===== config.mk =====
export PLATFORM = sky130hd
export DESIGN_NAME = edo_dq_drive
export DESIGN_NICKNAME = d
export VERILOG_FILES = /design/src/rtl/edo_dq_pkg.sv /design/src/rtl/edo_strobe_sync.sv /design/src/rtl/edo_drive_ctl.sv /design/src/rtl/edo_data_hold.sv /design/src/rtl/edo_dq_drive.sv
export SDC_FILE = /design/constraint.sdc
export NUM_CORES = 1
export LEC_CHECK = 0
export BUFFER_PORTS_ARGS = -buffer_cell sky130_fd_sc_hd__buf_2
export CORE_MARGIN = 1
export CORE_UTILIZATION = 49
export CTS_BUF_LIST = sky130_fd_sc_hd__clkbuf_8 sky130_fd_sc_hd__clkbuf_16
export DETAILED_ROUTE_END_ITERATION = 10
export PLACE_DENSITY = 0.83
export SLEW_MARGIN = 20
export SYNTH_ARGS = -nofsm -noshare
export SYNTH_HDL_FRONTEND = slang
export SYNTH_SLANG_ARGS = --single-unit
export TNS_END_PERCENT = 10

===== constraint.sdc =====
create_clock -name clk -period 1.6 [get_ports clk]
set_clock_uncertainty 0.2 [all_clocks]
set_input_delay 0 -clock clk [delete_from_list [all_inputs] [get_ports clk]]
set_output_delay 0 -clock clk [all_outputs]
set_load 0.01 [all_outputs]

===== src/rtl/edo_dq_pkg.sv =====
package edo_dq_pkg;
  // Strobes after synchronisation, 1 = asserted (pin low)
  typedef struct packed {
    logic ras;
    logic cas;
    logic we;
    logic oe;
  } strobe_t;

  localparam int STROBE_N = 4;
endpackage


===== src/rtl/edo_strobe_sync.sv =====
module edo_strobe_sync #(
  parameter int              WIDTH   = 4,
  parameter int              STAGES  = 2,
  parameter logic [WIDTH-1:0] RST_VAL = '1
) (
  input  logic             clk,
  input  logic             rst,
  input  logic [WIDTH-1:0] d,
  output logic [WIDTH-1:0] q
);
  logic [WIDTH-1:0] chain [STAGES];

  always_ff @(posedge clk) begin
    if (rst) chain[0] <= RST_VAL;
    else     chain[0] <= d;
  end

  for (genvar g = 1; g < STAGES; g++) begin : g_stage
    always_ff @(posedge clk) begin
      if (rst) chain[g] <= RST_VAL;
      else     chain[g] <= chain[g-1];
    end
  end

  assign q = chain[STAGES-1];
endmodule


===== src/rtl/edo_drive_ctl.sv =====
module edo_drive_ctl
  import edo_dq_pkg::*;
#(
  parameter int OEP_MIN = 3
) (
  input  logic    clk,
  input  logic    rst,
  input  strobe_t s,
  input  logic    rd_valid,
  output logic    load,
  output logic    dq_oe,
  output logic    cas_fall,
  output logic    early_wr,
  output logic    off_sticky
);
  localparam int CNT_W = $clog2(OEP_MIN + 1);
  localparam logic [CNT_W-1:0] CNT_LAST = CNT_W'(OEP_MIN - 1);

  logic             cas_prev;
  logic             cas_rise;
  logic             data_ok;
  logic [CNT_W-1:0] oe_cnt;
  logic             page_idle;
  logic             oe_pulse_on;
  logic             oe_long;
  logic             drive_d;

  assign cas_fall    = s.cas & ~cas_prev;
  assign cas_rise    = ~s.cas & cas_prev;
  assign page_idle   = ~s.cas & s.ras;
  assign oe_pulse_on = page_idle & ~s.oe;
  assign oe_long     = oe_pulse_on & (oe_cnt == CNT_LAST);

  assign load    = rd_valid & s.ras & s.cas & ~s.we & ~early_wr & ~cas_fall;
  assign drive_d = s.ras & data_ok & ~early_wr & ~off_sticky & s.oe & ~s.we;

  // Width counter for the output-enable pulse during column precharge
  always_ff @(posedge clk) begin
    if (rst || !oe_pulse_on)  oe_cnt <= '0;
    else if (oe_cnt != CNT_LAST) oe_cnt <= oe_cnt + 1'b1;
  end

  always_ff @(posedge clk) begin
    if (rst) begin
      cas_prev   <= 1'b0;
      early_wr   <= 1'b0;
      data_ok    <= 1'b0;
      off_sticky <= 1'b0;
      dq_oe      <= 1'b0;
    end else begin
      cas_prev <= s.cas;
      dq_oe    <= drive_d;
      if (cas_fall) begin
        early_wr   <= s.we;
        data_ok    <= 1'b0;
        off_sticky <= 1'b0;
      end else begin
        if (!s.ras)    data_ok <= 1'b0;
        else if (load) data_ok <= 1'b1;
        if (cas_rise && !s.oe)                   off_sticky <= 1'b1;
        else if (page_idle && (s.we || oe_long)) off_sticky <= 1'b1;
      end
    end
  end
endmodule


===== src/rtl/edo_data_hold.sv =====
module edo_data_hold #(
  parameter int DQ_W = 4
) (
  input  logic            clk,
  input  logic            rst,
  input  logic            load,
  input  logic [DQ_W-1:0] din,
  output logic [DQ_W-1:0] dout
);
  always_ff @(posedge clk) begin
    if (rst)       dout <= '0;
    else if (load) dout <= din;
  end
endmodule


===== src/rtl/edo_dq_drive.sv =====
module edo_dq_drive
  import edo_dq_pkg::*;
#(
  parameter int DQ_W       = 4,
  parameter int SYNC_DEPTH = 2,
  parameter int OEP_MIN    = 3
) (
  input  logic            clk,
  input  logic            rst,
  input  logic            ras_n,
  input  logic            cas_n,
  input  logic            we_n,
  input  logic            oe_n,
  input  logic            rd_valid,
  input  logic [DQ_W-1:0] rd_data,
  output logic            dq_oe,
  output logic [DQ_W-1:0] dq_out
);
  logic [STROBE_N-1:0] pins_n;
  logic [STROBE_N-1:0] pins_sync_n;
  strobe_t             strb;
  logic                load;
  logic                cas_fall;
  logic                early_wr;
  logic                off_sticky;

  assign pins_n = {ras_n, cas_n, we_n, oe_n};

  edo_strobe_sync #(
    .WIDTH  (STROBE_N),
    .STAGES (SYNC_DEPTH),
    .RST_VAL({STROBE_N{1'b1}})
  ) u_sync (
    .clk(clk), .rst(rst), .d(pins_n), .q(pins_sync_n)
  );

  assign strb = strobe_t'(~pins_sync_n);

  edo_drive_ctl #(.OEP_MIN(OEP_MIN)) u_ctl (
    .clk       (clk),
    .rst       (rst),
    .s         (strb),
    .rd_valid  (rd_valid),
    .load      (load),
    .dq_oe     (dq_oe),
    .cas_fall  (cas_fall),
    .early_wr  (early_wr),
    .off_sticky(off_sticky)
  );

  edo_data_hold #(.DQ_W(DQ_W)) u_hold (
    .clk(clk), .rst(rst), .load(load), .din(rd_data), .dout(dq_out)
  );
endmodule


==> impl_metrics.csv <==
group,metric,value,unit
logic_synthesis,avgSynthCellArea,10.7,um^2
pwr,p_clk_share,36.8,%
place,detailed_place_hpwl,727,um
status,status,"finished clean",
sta,max_slew_margin,84.0,%
setup_path,crit_start,"ras_n",
clock_tree,cts.repair.resized,0,
setup_path,cp_num_buf_inv,3,
routing,routed-wl-met3,32,um
pwr,max-vdd-ir-drop,802,uV
routing,drt_iter0_markers,7,
setup_path,r2r_slack,230,ps
cells_and_area,drive_gt1_share,30.3,%
setup_path,r2r-start,"u_ctl.oe_cnt[0]$_SDFFE_PP0N_",
grt,antenna_found_initial,0,
logic_synthesis,synth_seq_cells,19,
pwr,p_comb_share,8.5,%
setup_path,path_delay_family,"buffers and inverters",
floorplanning,die_x,40.1,um
pwr,pwr-share-seq,54.7,%
sta,rsz0062_at_grt,"no",
logic_synthesis,syn_area,709,um^2
setup_path,cp_num_cells,4,
routing,wl_met1,572,um
cells_and_area,final_nets,112,
sta,drv_slew,0,
cells_and_area,final_core_util,76.3,%
setup_path,endpoint,"u_sync.chain[0][3]$_SDFF_PP1_",
setup_path,cp.arrival,1490,ps
routing,met2_wirelength,611,um
floorplanning,die_h,40.1,um
setup_path,path_cells,"dlygate4sd3_1 -> buf_2 -> or2_2 -> dlygate4sd3_1",
logic_synthesis,yosys_warnings,0,
floorplanning,start_util,53.8,%
grt,grtUsageTotal,19.7,%
setup_path,critPathMaxFanout,1,
clock_tree,cts-root-buf,"clkbuf_8",
pwr,internal-power,0.712,mW
logic_synthesis,synth_top_area_share,53.6,%
sta,finalSetupViolCount,0,
setup_path,crit_type,"in2reg",
setup_path,reg2reg_to,"u_ctl.off_sticky$_SDFFE_PP0P_",
grt,grt_max_degree,13,
logic_synthesis,synth.distinct_cells,22,
setup_path,crit_path_max_incr_delay,570,ps
routing,drcViolationCount,0,
sta,period_share,96.4,%
cells_and_area,final_common_cell,"dfxtp_1",
clock_tree,post_cts_buffers,0,
place,port_buffers,15,
clock_tree,cts.sinks,19,
grt,grt_pass1_wl,1970,um
cells_and_area,syn_to_final_growth,41.6,%
cells_and_area,diodes,0,
clock_tree,worstSkewPairLatency,250,ps
sta,fin_setup_tns,0,ps
place,dp_slack,266,ps
sta,min_period,1540,ps
cells_and_area,fillers,86,
sta,max_slew.worst_pin.slew,239,ps
logic_synthesis,synthTopCellsByArea,"dfxtp_1 54%, nand2b_1 7.1%, or2_2 7.1%",
sta,fmax,648,MHz
logic_synthesis,netlist_instances,66,
routing,firstDrtPassIters,4,
sta,hold_violations,0,
setup_path,reg2reg_depth,5,
clock_tree,h-tree-depth,1,
routing,top_layer_used,"met4",
logic_synthesis,synth_fp_nets,78,
floorplanning,coreArea,1320,um^2
grt,overflow,0,
floorplanning,die-area,1600,um^2
routing,ant_nets,0,
clock_tree,cts_tree,"built",
pwr,leakage,0.422,nW
setup_path,end_kind,"flop",
setup_path,cp_slowest_cell,"dlygate4sd3_1",
hold_path,min_from,"u_sync.chain[0][1]$_SDFF_PP1_",
floorplanning,ios,16,
pwr,swShare,21.1,%
pwr,switchingPower,0.191,mW
setup_path,startpoint_type,"primary input",
floorplanning,rows,13,
routing,wl_per_cell,11.0,um
grt,grt_pass1_vias,507,
pwr,powerDensity,899,nW/um^2
setup_path,crit_path_frequent_cell,"dlygate4sd3_1",
pwr,p_total,0.903,mW
logic_synthesis,yosysTopAreaCell,"dfxtp_1",
hold_path,hold_path_class,"reg2reg",
clock_tree,cts_made_buffers,3,
routing,avgViaCountPerCell,4.64,
clock_tree,cts.path.max_buffers,2,
routing,num_vias,529,
place,gp_congestion,0.697,
setup_path,critPathRequiredTime,1540,ps
sta,fin_ws,57.7,ps
logic_synthesis,ys_seq_area_share,53.6,%
routing,wl,1260,um
flow_run,drv_cap,0,
clock_tree,clkTransAtPathRegs,70,ps
cells_and_area,final_cell_mix,"19 x dfxtp_1, 16 x dlygate4sd3_1, 15 x buf_2",
## sequential cells by signal, indices dropped and copies added (netlist names)
register,cells
u_ctl.cas_prev,1
u_ctl.data_ok,1
u_ctl.dq_oe,1
u_ctl.early_wr,1
u_ctl.oe_cnt,2
u_ctl.off_sticky,1
u_hold.dout,4
u_sync.chain,8
## repair_timing
item | CTS | global route
hold endpoints to repair | 15 | 0
hold buffers | 16 | 0
setup endpoints to repair | 0 | 0
## logic make-up (layout without fill, tap and decap cells)
logic type                 Yosys count  in the layout  synth area share (%)
adders and majority gates            1              1                  1.76
muxes                                4              4                  5.64
AOI/OAI and AO/OA                    6              6                  6.17
xor gates and xnor gates             1              1                  1.23
DFF                                 19             19                  53.6
and+or+nand+nor                     31             31                  29.5
buffers and inverters                4             37                  2.12
## synth_stat cells
cell        n
dfxtp_1    19
nand2b_1    8
or2_2       8
nor2_1      7
mux2i_1     4
clkbuf_1    2
inv_1       2
nand3_1     2
a211o_1     1
a211oi_1    1
a21oi_1     1
a31oi_1     1
ha_1        1
nand2_1     1
nand2b_2    1
nand3b_1    1
nand4bb_4   1
nor2_8      1
nor3_1      1
o21ai_0     1
o221a_1     1
xor2_1      1
## worst min-delay path by stage
stage | endpoint | slack, ps | cells past startpoint
final | u_sync.chain[1][1]$_SDFF_PP1_ | 210 | 1
after global routing | u_sync.chain[1][1]$_SDFF_PP1_ | 230 | 1
after CTS | u_sync.chain[1][2]$_SDFF_PP1_ | 210 | 1
after detailed placement | u_sync.chain[0][0]$_SDFF_PP1_ | -20 | 2
after global placement | u_sync.chain[0][1]$_SDFF_PP1_ | -20 | 2
after floorplan | u_sync.chain[0][0]$_SDFF_PP1_ | -100 | 1
## metal layers
| metal | vias to the layer above | GRT usage, % |
|---|---|---|
| met5 | - | 0 |
| met2 | 11 | 31.9 |
| met3 | 4 | 5.00 |
| li1 | 283 | - |
| met1 | 231 | 21.8 |
| met4 | 0 | 15.5 |
## stage by stage
| step | cell area (um^2) | instances | hold slack [ps] |
|---|---|---|---|
| floorplan | 709 | 66 | -96.2 |
| finish | 1000 | 114 | 213 |
| CTS | 1000 | 114 | 212 |
| global placement | 796 | 94 | -17.3 |
| detailed placement | 796 | 94 | -15.1 |
| global route | 1000 | 114 | 228 |
## final cells by class
cell class,instances,area (um^2),area share (%)
clock buffers,3,41.3,4.11
clock inverters,1,7.51,0.747
inverters,2,7.51,0.747
multi-input cells,43,314,31.3
flip-flops and latches,19,380,37.9
well taps,15,18.8,1.87
repair buffers,31,235,23.4
## power by group through the flow
stage / Clock (mW) / Combinational, mW / Sequential, mW
2_1_floorplan: 0 / 0.0301 / 0.503
3_3_place_gp: 0 / 0.0431 / 0.504
3_5_place_dp: 0 / 0.0453 / 0.505
4_1_cts: 0.343 / 0.0749 / 0.494
5_1_grt: 0.359 / 0.0835 / 0.496
6_report: 0.332 / 0.0764 / 0.494
Note: power is estimated with default switching activity, not from simulation.
